===== src/rtl/msg_fifo_pkg.sv =====
package msg_fifo_pkg;
  localparam int DEPTH_W     = 5;
  localparam int PAY_W       = 3;
  localparam int IE_W        = 5;
  localparam int RETRY_LIMIT = 3;
  localparam int FAIL_W      = $clog2(RETRY_LIMIT + 1);
  localparam logic [2:0] CFG_MODE = 3'b100;

  localparam int PAY_LSB   = 0;
  localparam int DEP_LSB   = PAY_LSB + PAY_W;
  localparam int DIR_BIT   = DEP_LSB + DEPTH_W;
  localparam int RETRY_LSB = DIR_BIT + 1;
  localparam int PRIO_LSB  = RETRY_LSB + 2;
  localparam int IE_LSB    = PRIO_LSB + 5;
  localparam int RST_BIT   = IE_LSB + IE_W;
  localparam int REQ_BIT   = RST_BIT + 1;
  localparam int INC_BIT   = REQ_BIT + 1;
  localparam int RTR_BIT   = INC_BIT + 1;

  typedef struct packed {
    logic clear;
    logic headAdv;
    logic tailAdv;
  } ptrStrobe_t;

  function automatic logic [6:0] decodePayload(input logic [PAY_W-1:0] code);
    logic [6:0] bytes;
    case (code)
      3'd5:    bytes = 7'd32;
      3'd6:    bytes = 7'd48;
      3'd7:    bytes = 7'd64;
      default: bytes = 7'd8 + {2'b0, code, 2'b0};
    endcase
    return bytes;
  endfunction
endpackage


===== src/rtl/msg_fifo_ptrs.sv =====
module msg_fifo_ptrs
  import msg_fifo_pkg::*;
(
  input  logic               clk,
  input  logic               rstN,
  input  ptrStrobe_t         strobe,
  input  logic [DEPTH_W-1:0] depthCode,
  output logic [DEPTH_W-1:0] headIdx,
  output logic [DEPTH_W-1:0] tailIdx,
  output logic [DEPTH_W:0]   occupancy,
  output logic               isFull,
  output logic               isEmpty,
  output logic               isHalf,
  output logic               isOne
);
  logic [DEPTH_W:0] depth;
  logic [DEPTH_W:0] halfMark;

  assign depth    = {1'b0, depthCode} + 1'b1;
  assign halfMark = (depth + 1'b1) >> 1;
  assign isFull   = occupancy >= depth;
  assign isEmpty  = occupancy == '0;
  assign isHalf   = occupancy >= halfMark;
  assign isOne    = occupancy == 1;

  function automatic logic [DEPTH_W-1:0] stepIdx(input logic [DEPTH_W-1:0] idx,
                                                  input logic [DEPTH_W-1:0] last);
    return (idx >= last) ? '0 : idx + 1'b1;
  endfunction

  always_ff @(posedge clk or negedge rstN) begin
    if (!rstN) begin
      headIdx   <= '0;
      tailIdx   <= '0;
      occupancy <= '0;
    end else if (strobe.clear) begin
      headIdx   <= '0;
      tailIdx   <= '0;
      occupancy <= '0;
    end else begin
      if (strobe.headAdv) headIdx <= stepIdx(headIdx, depthCode);
      if (strobe.tailAdv) tailIdx <= stepIdx(tailIdx, depthCode);
      case ({strobe.headAdv, strobe.tailAdv})
        2'b10:   occupancy <= occupancy + 1'b1;
        2'b01:   occupancy <= occupancy - 1'b1;
        default: occupancy <= occupancy;
      endcase
    end
  end
endmodule


===== src/rtl/msg_fifo_ctl_regs.sv =====
module msg_fifo_ctl_regs
  import msg_fifo_pkg::*;
(
  input  logic               clk,
  input  logic               rstN,
  input  logic [2:0]         opMode,
  input  logic               wrEn,
  input  logic [31:0]        wrData,
  input  logic               sentPulse,
  input  logic               rxPulse,
  input  logic               remotePulse,
  input  logic               failPulse,
  input  logic               isFull,
  input  logic               isEmpty,
  input  logic               isHalf,
  input  logic               isOne,
  output ptrStrobe_t         strobe,
  output logic [DEPTH_W-1:0] depthCode,
  output logic [6:0]         payloadBytes,
  output logic [4:0]         txPriority,
  output logic               txRequest,
  output logic               abortReq,
  output logic               overflowFlag,
  output logic               exhaustedFlag,
  output logic               irq,
  output logic [31:0]        ctrlRd
);
  logic [PAY_W-1:0]  payCode;
  logic              dirTx;
  logic [1:0]        retryMode;
  logic [IE_W-1:0]   intEn;
  logic              rtrEn;
  logic              resetFlag;
  logic [FAIL_W-1:0] failCnt;

  logic cfgOpen, wrInc, wrReq, wrRst;
  logic drainDone, failEvent, exhaustNow, ovfEvent, reqSetNow;
  logic srcA, srcB, srcC;
  logic [6:0] unusedWrBits;

  assign unusedWrBits = wrData[31:RTR_BIT+1];
  assign cfgOpen = opMode == CFG_MODE;
  assign wrInc   = wrEn & wrData[INC_BIT];
  assign wrReq   = wrData[REQ_BIT];
  assign wrRst   = wrEn & wrData[RST_BIT];

  // pointer strobes toward the datapath
  always_comb begin
    strobe = '0;
    strobe.clear = resetFlag;
    if (!resetFlag) begin
      if (dirTx) begin
        strobe.headAdv = wrInc & ~isFull;
        strobe.tailAdv = sentPulse & ~isEmpty;
      end else begin
        strobe.headAdv = rxPulse & ~isFull;
        strobe.tailAdv = wrInc & ~isEmpty;
      end
    end
  end

  assign drainDone  = dirTx & strobe.tailAdv & ~strobe.headAdv & isOne;
  assign ovfEvent   = ~dirTx & rxPulse & isFull & ~resetFlag;
  assign failEvent  = dirTx & txRequest & failPulse & ~resetFlag;
  assign exhaustNow = failEvent &
                      ((retryMode == 2'b00) ||
                       (retryMode == 2'b01 && failCnt == FAIL_W'(RETRY_LIMIT)));
  assign reqSetNow  = dirTx & wrEn & wrReq & ~txRequest;

  // configuration fields
  always_ff @(posedge clk or negedge rstN) begin
    if (!rstN) begin
      payCode    <= '0;
      depthCode  <= '0;
      dirTx      <= 1'b0;
      retryMode  <= 2'b11;
      txPriority <= '0;
      intEn      <= '0;
      rtrEn      <= 1'b0;
    end else if (wrEn) begin
      if (cfgOpen) begin
        payCode   <= wrData[PAY_LSB +: PAY_W];
        depthCode <= wrData[DEP_LSB +: DEPTH_W];
        dirTx     <= wrData[DIR_BIT];
      end
      retryMode  <= wrData[RETRY_LSB +: 2];
      txPriority <= wrData[PRIO_LSB +: 5];
      intEn      <= wrData[IE_LSB +: IE_W];
      rtrEn      <= wrData[RTR_BIT];
    end
  end

  // reset command, request handshake and sticky flags
  always_ff @(posedge clk or negedge rstN) begin
    if (!rstN) begin
      resetFlag     <= 1'b1;
      txRequest     <= 1'b0;
      abortReq      <= 1'b0;
      overflowFlag  <= 1'b0;
      exhaustedFlag <= 1'b0;
      failCnt       <= '0;
    end else begin
      resetFlag <= wrRst;
      abortReq  <= 1'b0;
      if (resetFlag) begin
        txRequest     <= 1'b0;
        overflowFlag  <= 1'b0;
        exhaustedFlag <= 1'b0;
        failCnt       <= '0;
      end else begin
        if (ovfEvent)   overflowFlag  <= 1'b1;
        if (exhaustNow) exhaustedFlag <= 1'b1;

        if (reqSetNow || (dirTx && sentPulse)) failCnt <= '0;
        else if (failEvent && failCnt != FAIL_W'(RETRY_LIMIT)) failCnt <= failCnt + 1'b1;

        if (dirTx) begin
          if (wrEn) begin
            if (wrReq) txRequest <= 1'b1;
            else if (txRequest) begin
              txRequest <= 1'b0;
              abortReq  <= 1'b1;
            end
          end else if (remotePulse && rtrEn) begin
            txRequest <= 1'b1;
          end else if (exhaustNow || drainDone) begin
            txRequest <= 1'b0;
          end
        end
      end
    end
  end

  // interrupt sources swap meaning with direction
  assign srcA = dirTx ? isEmpty : isFull;
  assign srcB = dirTx ? ~isHalf : isHalf;
  assign srcC = dirTx ? ~isFull : ~isEmpty;
  assign irq  = |(intEn & {exhaustedFlag, overflowFlag, srcC, srcB, srcA});

  assign payloadBytes = decodePayload(payCode);
  assign ctrlRd = {7'b0, rtrEn, 1'b0, txRequest, resetFlag, intEn, txPriority,
                   retryMode, dirTx, depthCode, payCode};
endmodule


===== src/rtl/msg_fifo_ctl.sv =====
module msg_fifo_ctl
  import msg_fifo_pkg::*;
(
  input  logic               clk,
  input  logic               rstN,
  input  logic [2:0]         opMode,
  input  logic               wrEn,
  input  logic [31:0]        wrData,
  output logic [31:0]        ctrlRd,
  input  logic               sentPulse,
  input  logic               rxPulse,
  input  logic               remotePulse,
  input  logic               failPulse,
  output logic [DEPTH_W-1:0] headIdx,
  output logic [DEPTH_W-1:0] tailIdx,
  output logic [DEPTH_W:0]   occupancy,
  output logic [6:0]         payloadBytes,
  output logic [4:0]         txPriority,
  output logic               txRequest,
  output logic               abortReq,
  output logic               statusEmpty,
  output logic               statusHalf,
  output logic               statusFull,
  output logic               overflowFlag,
  output logic               exhaustedFlag,
  output logic               irq
);
  ptrStrobe_t         strobe;
  logic [DEPTH_W-1:0] depthCode;
  logic               isOne;

  msg_fifo_ctl_regs u_regs (
    .clk(clk), .rstN(rstN), .opMode(opMode), .wrEn(wrEn), .wrData(wrData),
    .sentPulse(sentPulse), .rxPulse(rxPulse), .remotePulse(remotePulse),
    .failPulse(failPulse), .isFull(statusFull), .isEmpty(statusEmpty),
    .isHalf(statusHalf), .isOne(isOne), .strobe(strobe), .depthCode(depthCode),
    .payloadBytes(payloadBytes), .txPriority(txPriority), .txRequest(txRequest),
    .abortReq(abortReq), .overflowFlag(overflowFlag),
    .exhaustedFlag(exhaustedFlag), .irq(irq), .ctrlRd(ctrlRd)
  );

  msg_fifo_ptrs u_ptrs (
    .clk(clk), .rstN(rstN), .strobe(strobe), .depthCode(depthCode),
    .headIdx(headIdx), .tailIdx(tailIdx), .occupancy(occupancy),
    .isFull(statusFull), .isEmpty(statusEmpty), .isHalf(statusHalf), .isOne(isOne)
  );
endmodule


===== config.mk =====
export PLATFORM = sky130hd
export DESIGN_NAME = msg_fifo_ctl
export DESIGN_NICKNAME = d
export VERILOG_FILES = /design/src/rtl/msg_fifo_pkg.sv /design/src/rtl/msg_fifo_ptrs.sv /design/src/rtl/msg_fifo_ctl_regs.sv /design/src/rtl/msg_fifo_ctl.sv
export SDC_FILE = /design/constraint.sdc
export NUM_CORES = 1
export LEC_CHECK = 0
export BUFFER_PORTS_ARGS = -buffer_cell sky130_fd_sc_hd__buf_2
export CAP_MARGIN = 20
export CORE_AREA = 2 2 116 96
export DETAILED_ROUTE_END_ITERATION = 6
export DIE_AREA = 0 0 118 98
export SLEW_MARGIN = 20
export SYNTH_ARGS = -nofsm -noshare
export SYNTH_HDL_FRONTEND = slang
export SYNTH_HIERARCHICAL = 1
export SYNTH_SLANG_ARGS = --single-unit

===== constraint.sdc =====
create_clock -name clk -period 3 [get_ports clk]
set_input_delay 0.6 -clock clk [delete_from_list [all_inputs] [get_ports clk]]
set_output_delay 0.6 -clock clk [all_outputs]
set_load 0.02 [all_outputs]

# After elaboration in Yosys (flattened, before gate mapping)
# Cells that the tools add are included.
[op_classes]
n_addsub = 8
order_cmp = 4
eq_ne = 10
n_mux = 32
bitwise = 27
reduce_logical = 20
[ops]
columns = ["operator", "count"]
rows = [
  ["2-to-1 mux 5 bit", 6],
  ["case mux 7 bit (3 select lines)", 1],
  ["AND 1 bit", 19],
  ["2-to-1 mux 1 bit", 18],
  ["adder 6 x 1 -> 6 bit (second input constant)", 2],
  ["equality test 3 bit (second input constant)", 4],
  ["case mux 6 bit (2 select lines)", 1],
  ["adder 5 x 1 -> 5 bit (second input constant)", 2],
  ["greater-or-equal comparator 5 bit", 2],
  ["2-to-1 mux 2 bit", 5],
  ["nonzero test 2 bit", 5],
  ["NOT 1 bit", 7],
  ["adder 4 x 5 -> 6 bit (first input constant)", 1],
  ["adder 5 x 1 -> 6 bit (second input constant)", 1],
  ["equality test 6 x 1 -> 1 bit (second input constant)", 1],
  ["greater-or-equal comparator 6 x 5 -> 1 bit", 1],
  ["greater-or-equal comparator 6 bit", 1],
  ["logical NOT 6 bit", 1],
  ["2-to-1 mux 6 bit", 1],
  ["nonzero test 3 bit", 2],
  ["subtractor 6 x 1 -> 6 bit (second input constant)", 1],
  ["AND 5 bit", 1],
  ["OR reduction 5 bit", 1],
  ["equality test 2 x 1 -> 1 bit (second input constant)", 2],
  ["other kinds (8)", 15],
]
[totals]
reg_bits = 45

# Longest topological paths before layout
# Gate-level depths: netlist of the first run.
[depth]
ltp_word = 15
ltp_mapped = 17
mapped_depth_nobuf = 15

# Hierarchy
# The synthesis of the first run kept the hierarchy.
[by_module_without_submodules]
columns = ["mod", "instances", "cells_each", "area_per_inst_um2"]
rows = [
  ["msg_fifo_ctl_regs", 1, 134, 1544.0],
  ["msg_fifo_ptrs", 1, 171, 1512.7],
]

# Worst setup path before layout of the first run
# No wires, ideal clock.
[synth_path]
path_kind = "reg-to-output"
from = "register u_regs.depthCode[0]"
to = "output port irq"
arrival_ns = 2.974
required_time_ns = 2.400
path_slack_ns = -0.574
path_stages_with_launch = 12
path_cell_list = "dfrtp_1 > buf_4 > ha_1 > xor2_2 > inv_2 > or3_4 > o31a_1 > ha_1 > nor3_1 > a21oi_1 > a221oi_1 > o21ai_1"
[synth_between]
elab_chain_cells = 7
word_cells_on_any_way = 11
classes_between = "add/sub: 2; order compare: 2; mux: 3; bitwise: 3; reduce/logical: 1"
[synth_rtl]
columns = ["item", "line_no", "source"]
rows = [
  ["start: declaration", "msg_fifo_ctl_regs.sv:18", "output logic [DEPTH_W-1:0] depthCode,"],
  ["start signal: assignment", "msg_fifo_ctl_regs.sv:83", "depthCode <= wrData[DEP_LSB +: DEPTH_W];"],
  ["adder 5 x 1 -> 6 bit (*)", "msg_fifo_ptrs.sv:19", "assign depth = {1'b0, depthCode} + 1'b1;"],
  ["adder 6 x 1 -> 6 bit (*)", "msg_fifo_ptrs.sv:20", "assign halfMark = (depth + 1'b1) >> 1;"],
  ["greater-or-equal comparator 6 x 5 -> 1 bit (*)", "msg_fifo_ptrs.sv:23", "assign isHalf = occupancy >= halfMark;"],
  ["via statusHalf", "msg_fifo_ctl.sv:22", "output logic statusHalf,"],
  ["NOT 1 bit", "msg_fifo_ctl_regs.sv:136", "assign srcB = dirTx ? ~isHalf : isHalf;"],
  ["2-to-1 mux 1 bit (*)", "msg_fifo_ctl_regs.sv:136", ""],
  ["AND 5 bit (*)", "msg_fifo_ctl_regs.sv:138", "assign irq = |(intEn & {exhaustedFlag, overflowFlag, srcC, srcB, srcA});"],
  ["OR reduction 5 bit (*)", "msg_fifo_ctl_regs.sv:138", ""],
  ["end: declaration", "msg_fifo_ctl.sv:26", "output logic irq"],
]
# The timed path passes the listed nets; every way through them passes the cells marked *.

# Worst setup path after layout of the first run
[layout_path]
from = "register u_regs.depthCode[1]"
to = "output port irq"
[layout_between]
elab_chain_cells = 7
word_cells_on_any_way = 11
classes_between = "add/sub: 2; order compare: 2; mux: 3; bitwise: 3; reduce/logical: 1"
[layout_rtl]
columns = ["item", "line_no"]
rows = [
  ["adder 5 x 1 -> 6 bit (*)", "msg_fifo_ptrs.sv:19"],
  ["adder 6 x 1 -> 6 bit", "msg_fifo_ptrs.sv:20"],
  ["greater-or-equal comparator 6 x 5 -> 1 bit", "msg_fifo_ptrs.sv:23"],
  ["NOT 1 bit", "msg_fifo_ctl_regs.sv:136"],
  ["2-to-1 mux 1 bit", "msg_fifo_ctl_regs.sv:136"],
  ["AND 5 bit (*)", "msg_fifo_ctl_regs.sv:138"],
  ["OR reduction 5 bit (*)", "msg_fifo_ctl_regs.sv:138"],
]
# Every way passes the cells marked *; elsewhere a longest branch is shown, timed or not.

==> results of run 1 <==
==> cells by family after synthesis <==
logic type	synth area share
other	0.00123
adders and majority gates	0.129
buffers and inverters	0.104
DFF	0.370
xor gates and xnor gates	0.0426
muxes	0.0806
AOI/OAI and AO/OA	0.116
and+or+nand+nor	0.157
==> synth_stat cells, types with 2 or more instances <==
library cell,count,area [µm²]
xor2_1,7,61.3
nand2_1,16,60.1
a211oi_1,4,30.0
a21o_1,5,37.5
o22ai_1,2,12.5
nand3_1,11,55.1
nand2b_1,3,18.8
a31oi_1,3,18.8
maj3_1,2,20.0
dfrtp_1,42,1050
o21a_1,2,15.0
and2_1,4,25.0
a21oi_1,12,60.1
nor3_1,9,45.0
mux2_1,12,135
nor4b_1,2,17.5
o21ai_0,14,70.1
or3_1,2,12.5
o21ai_1,3,15.0
and3_1,2,12.5
dfstp_2,3,78.8
mux2_2,9,101
nor2_1,14,52.6
buf_6,3,33.8
clkbuf_1,3,11.3
xnor2_1,6,52.6
ha_1,29,363
inv_1,17,63.8
buf_2,3,15.0
inv_2,2,7.51
and3b_1,2,17.5
buf_4,25,188
nor2b_1,7,43.8
==> area by class of cell <==
type	instances	area [µm²]	area share
repair buffers	121	708	0.177
multi-input cells	216	1780	0.444
inverters	19	71.3	0.0178
clock inverters	2	10.0	0.00250
flip-flops and latches	45	1130	0.282
well taps	144	180	0.0449
clock buffers	6	129	0.0321
==> metal layers <==
layer,up-vias,track usage
li1,1251,-
met1,1206,0.183
met2,78,0.208
met3,9,0.0275
met4,0,0.0389
met5,-,0
==> worst max-delay path: cells and delay by family, from the launching register on <==
kind | cells | cell delay [ns]
adders and majority gates | 3 | 0.72
DFF | 1 | 0.44
buffers and inverters | 3 | 0.41
xor gates and xnor gates | 1 | 0.18
AOI/OAI and AO/OA | 4 | 0.58
and+or+nand+nor | 2 | 0.13
muxes | 1 | 0.28
==> worst paths after layout <==
check,depth (start not counted),endpoint,slack (ns),from
min in group clk,1,u_regs/depthCode[4],0.52,u_regs/depthCode[4]
worst min register to register,1,u_regs/depthCode[4],0.52,u_regs/depthCode[4]
worst max-delay path,14,irq,-0.61,u_regs/depthCode[1]
worst max register to register,16,u_ptrs/occupancy[5],-0.08,u_regs/depthCode[1]
worst min-delay path,1,u_regs/depthCode[3],0.36,rstN
max in group asynchronous,2,u_regs/retryMode[0],1.89,rstN
==> power groups by stage <==
| stage | Clock [mW] | Combinational [mW] | Sequential (mW) |
|---|---|---|---|
| detailed placement | 0 | 1.79 | 0.955 |
| floorplan | 0 | 1.07 | 1.06 |
| CTS | 0.556 | 1.85 | 0.945 |
| global route | 0.580 | 2.14 | 0.981 |
| global placement | 0 | 1.74 | 0.948 |
| finish | 0.541 | 1.94 | 0.951 |
==> registers in the layout, indices dropped and copies added, names as in the netlist <==
name and flops:
u_ptrs/occupancy 6, u_ptrs/headIdx 5, u_ptrs/tailIdx 5, u_regs/depthCode 5, u_regs/intEn 5, u_regs/txPriority 5, u_regs/payCode 3, u_regs/failCnt 2
u_regs/retryMode 2, u_regs/abortReq 1, u_regs/dirTx 1, u_regs/exhaustedFlag 1, u_regs/overflowFlag 1, u_regs/resetFlag 1, u_regs/rtrEn 1, u_regs/txRequest 1
==> metrics by stage <==
| step | hold slack, ns | std cells | total power [mW] | utilization | area, µm² |
|---|---|---|---|---|---|
| after floorplan | 0.304 | 314 | 2.13 | - | 3170 |
| after global placement | 0.488 | 542 | 2.69 | 0.358 | 3760 |
| after detailed placement | 0.500 | 542 | 2.74 | 0.358 | 3760 |
| after CTS | 0.393 | 552 | 3.35 | 0.374 | 3930 |
| after global routing | 0.430 | 553 | 3.70 | 0.382 | 4010 |
| final | 0.361 | 553 | 3.43 | 0.382 | 4010 |
==> timing repair <==
action | CTS | global route
buffers inserted | 2 | 3
pin swaps | 6 | 9
hold endpoints to repair | 0 | 0
gates cloned | 0 | 0
gates resized for setup | 5 | 19
endpoints found under the setup margin | 10 | 13
==> run metrics, run 1 <==
routed length on met2 3410 µm; crit path kind register to primary output; switching share of power 0.436; slew of the pin with the lowest slew margin 0.697 ns; Ant. Diodes 0; Num Clock Sinks 45; Max Used Layer met4; antenna violations before repair 0; register area share after synthesis 0.370; crit start category register; number of synthesized register bits 45; core area 10500 µm²; crit path max fanout 4; metal3 WL 400 µm; crit-path max cell delay 0.44 ns; Routed WL 7630 µm; CTS tree yes; Rel. slew slack 0.531; leakage 2.00 nW; proportion of layout cells with a drive suffix above 1 0.430; total CTS buffers 5; final setup fails 4; Antenna Violating Nets Remaining 0; Maximum Capacitance Violations 0; crit-path cells ha_4 -> xor2_2 -> inv_2 -> ha_4 -> a21oi_2 -> o21ai_1 -> maj3_2 -> nand3_2 -> nand2_4 -> mux2_4 -> a222oi_1 -> buf_4 -> o21ai_4 -> buf_6; Syn Std Cell Area 3060 µm²; CTS max path bufs 2; most frequent cells in the layout buf_2 (89), dfrtp_1 (40), ha_1 (27); Syn Inst Count 305; YS warnings 6; Post-Route Setup TNS -0.938 ns; Hold Crit Class input pin to asynchronous set/reset pin; Avg Cell Area, Syn 10.0 µm²; Post-synth EDFFs 0; filler cell count in the final layout 1087; fin nets 479; Post-Route M1 WL 3720 µm; grt total ovfl 0; peak supply drop 0.000293 V; failing checks negative setup slack; Die Width 118 µm; status finished, violations left; Primary FF master, synth dfrtp_1; Layout Skew 0.00790 ns; site row count 34; H-tree lvl count 2; clk root buf clkbuf_16; CP arrival 3.01 ns; global-route wire length before repair 12400 µm; final setup margin -0.615 ns; wire per inst 13.8 µm; I/O pin cnt 110; Switching Power 1.49 mW; total vias in the final route 2544; Via density 4.60; PD cells 855 nW/µm²; Initial Util 0.291; CTS Hold Buffers Added 0; crit end category primary output; vias in the first global route 2491; Detailed Place HPWL 5820 µm; Final Wtd Congestion 0.782; Remaining DRCs 0; count of distinct cell types in the synthesized netlist 58; pre-CTS WS -0.338 ns; DIE AREA 11600 µm²; CP max stage cell dfrtp_2; clock power share 0.158; RSZ-0062 raised after global routing true; Worst-path clk slew 0.07 ns; 1st-iter DRT viols 86; Tmin final 3.61 ns; GRT Util Overall 0.132; critical path required time 2.40 ns; Cell Int Power 1.94 mW; clk_lat worst skew 0.29 ns; Critical Path Most Common Cell ha_4; pin count of the biggest net entering global routing 32; register share of total power 0.277; Tcrit/Tclk final 1.20; Syn-to-layout area delta 31.2%; asr flop ratio synth 1.00; DIE HEIGHT 98 µm; final count of hold timing violations 0; Logic pwr share 0.565; f_max 0.277 GHz; commonest non-fill, non-tap cell in the layout buf_2; Pre-antenna DRT Iters 4; Slew Viols, Final 0; IO Port Bufs 92
(Power assumes the default switching activity.)
==> run 2, diff against run 1 <==
Settings changed: CORE_AREA 2 2 116 96 to 3 3 117 97, DIE_AREA 0 0 118 98 to 0 0 120 100, PLACE_DENSITY_LB_ADDON set to 0.25.
Clock period 3 ns to 3.3 ns, I/O delays scaled along.
==> run 2 against run 1 <==
Compared with the run above:
- the run still ends with negative setup slack left
- hold slack improved by 0.051 ns
- clock power decreased by 2%
- non-clock buffer count decreased by 6
- sequential share of layout area increased by 0.73 points
- critical path depth decreased by 2
- global-route usage decreased by 0.31 points
- cell area decreased by 2.5%
- total power decreased by 12%
- wire length increased by 0.29%
- largest cell class unchanged
==> run metrics, run 2 (synthesis results as in run 1) <==
Slew Viols, Final 0 (unchanged); final count of hold timing violations 0 (unchanged); failing checks negative setup slack; RSZ-0062 raised after global routing true; Hold Crit Class input pin to asynchronous set/reset pin; total vias in the final route 2483 (-2.4%); 1st-iter DRT viols 107 (+24%); Maximum Capacitance Violations 0 (unchanged); Tcrit/Tclk final 1.08; global-route wire length before repair 12500 µm (+0.34%); grt total ovfl 0 (unchanged); Remaining DRCs 0 (unchanged); Pre-antenna DRT Iters 4 (unchanged); vias in the first global route 2430 (-2.4%); most frequent cells in the layout buf_2 (90), dfrtp_1 (40), ha_1 (27); H-tree lvl count 2 (unchanged); status finished, violations left; total CTS buffers 5 (unchanged); placed insts 530 (-2.2%); IO Port Bufs 92 (unchanged); leakage 1.96 nW (-1.9%); Die Width 120 µm (+1.7%); DIE HEIGHT 100 µm (+2.0%); Post-Route Setup TNS -0.263 ns (+0.675 ns); final setup margin -0.263 ns (+0.352 ns); area occupied by registers 1130 µm² (unchanged); GRT Util Overall 0.129 (-0.00310); Ant. Diodes 0 (unchanged); CTS max path bufs 2 (unchanged); proportion of layout cells with a drive suffix above 1 0.402 (-0.0283); Multi-input gate area 1730 µm² (-2.8%); final setup fails 1 (-3); I/O pin cnt 110 (unchanged); clk_lat worst skew 0.29 ns (about the same); Final Wtd Congestion 0.768 (-1.7%); Via density 4.57 (-0.60%); wire per inst 14.1 µm (+2.1%); Detailed Place HPWL 5920 µm (+1.7%); met2 usage 0.203 (-0.00547); f_max 0.281 GHz; core area 10200 µm² (-2.9%); Layout Skew 0.00957 ns (+0.00167 ns); design area 3910 µm² (-2.5%); clk root buf clkbuf_16; CTS tree yes; post-route insts no fill 543 (-1.8%); Rel. slew slack 0.535 (+0.00365); Pwr Total 3.03 mW (-12%); critical path required time 2.64 ns (+0.24 ns); PD cells 775 nW/µm² (-9.3%); Tmin final 3.56 ns; crit path max fanout 4 (unchanged); DP Area 3690 µm² (-1.7%); Syn-to-layout area delta 27.9%; crit start category register; Antenna Violating Nets Remaining 0 (unchanged); antenna violations before repair 0 (unchanged); filler cell count in the final layout 1064 (-2.1%); Initial Util 0.300 (+0.00882); Worst-path clk slew 0.07 ns (about the same); crit path kind register to primary output; DIE AREA 12000 µm² (+3.8%); Routed WL 7650 µm (+0.29%); crit end category primary output; met1 Usage GRT 0.182 (-0.000971); CP arrival 2.90 ns (-0.11 ns); Largest register FFs 6 (unchanged); pin count of the biggest net entering global routing 30 (-6.3%); peak supply drop 0.000285 V (-2.8%); GRT Max-Usage Layer met2; fin nets 473 (-1.3%); commonest non-fill, non-tap cell in the layout buf_2; site row count 33 (-2.9%); slew of the pin with the lowest slew margin 0.697 ns (+0.000490 ns); most flop-heavy register u_ptrs/occupancy; GRT met3 Usage 0.0237 (-0.00379); Num Clock Sinks 45 (unchanged)
[run 2: cell count changes in the layout (fill, tap and decap cells not counted), sizes merged]
cell,change
buf,-6
clkinv,-2
clkinvlp,+1
inv,+1
[run 2: what timing repair did]
action                                  CTS  global route
pin swaps                                 6             1
hold buffers                              0             0
endpoints found under the setup margin    1             4
resized for setup                         4             2
setup buffers                             2             3
[run 2: critical path, cell delays in order, from the launching register on]
cell     delay (ns)
dfrtp_2        0.44
ha_4           0.18
xor2_2         0.18
inv_2          0.07
or3_4          0.34
xnor2_1        0.14
ha_1           0.27
nor2b_1        0.13
o21ai_1        0.16
a21oi_2        0.10
o221a_2        0.30
o21ai_4        0.16
buf_6          0.13
[run 2: power by group]
part,switching (mW),internal [mW]
clock network,0.224,0.304
logic,0.913,0.726
registers,0.186,0.678
[run 2: worst paths after layout]
check | to | depth (start not counted) | slack (ns) | startpoint
setup / recovery | irq | 12 | -0.26 | u_regs/depthCode[0]
hold / removal | u_ptrs/headIdx[0] | 1 | 0.41 | rstN
setup reg to reg | u_ptrs/occupancy[1] | 16 | 0.18 | u_regs/depthCode[0]
hold reg to reg | u_regs/txPriority[1] | 1 | 0.51 | u_regs/txPriority[1]
max in group asynchronous | u_regs/retryMode[0] | 2 | 2.11 | rstN
min in group clk | u_regs/txPriority[1] | 1 | 0.51 | u_regs/txPriority[1]
[run 2: layout make-up]
| cell class | count | area share |
|---|---|---|
| clock buffers | 6 | 0.0355 |
| clock inverters | 2 | 0.00416 |
| repair buffers | 115 | 0.165 |
| flip-flops and latches | 45 | 0.290 |
| inverters | 19 | 0.0182 |
| multi-input cells | 216 | 0.442 |
| well taps | 140 | 0.0448 |
[run 2: per-layer routing]
layer,vias to the layer above,part of all wire
met5,-,0
met4,0,0.0095
met3,4,0.042
met2,60,0.46
met1,1187,0.49
li1,1232,-
[run 2: stage by stage]
stage	setup WS, ns	util	hold slack [ns]
floorplan	-0.0298	-	0.364
global placement	0.0170	0.362	0.490
detailed placement	0.00733	0.362	0.495
CTS	-0.288	0.380	0.439
global route	-0.422	0.383	0.474
finish	-0.263	0.383	0.412
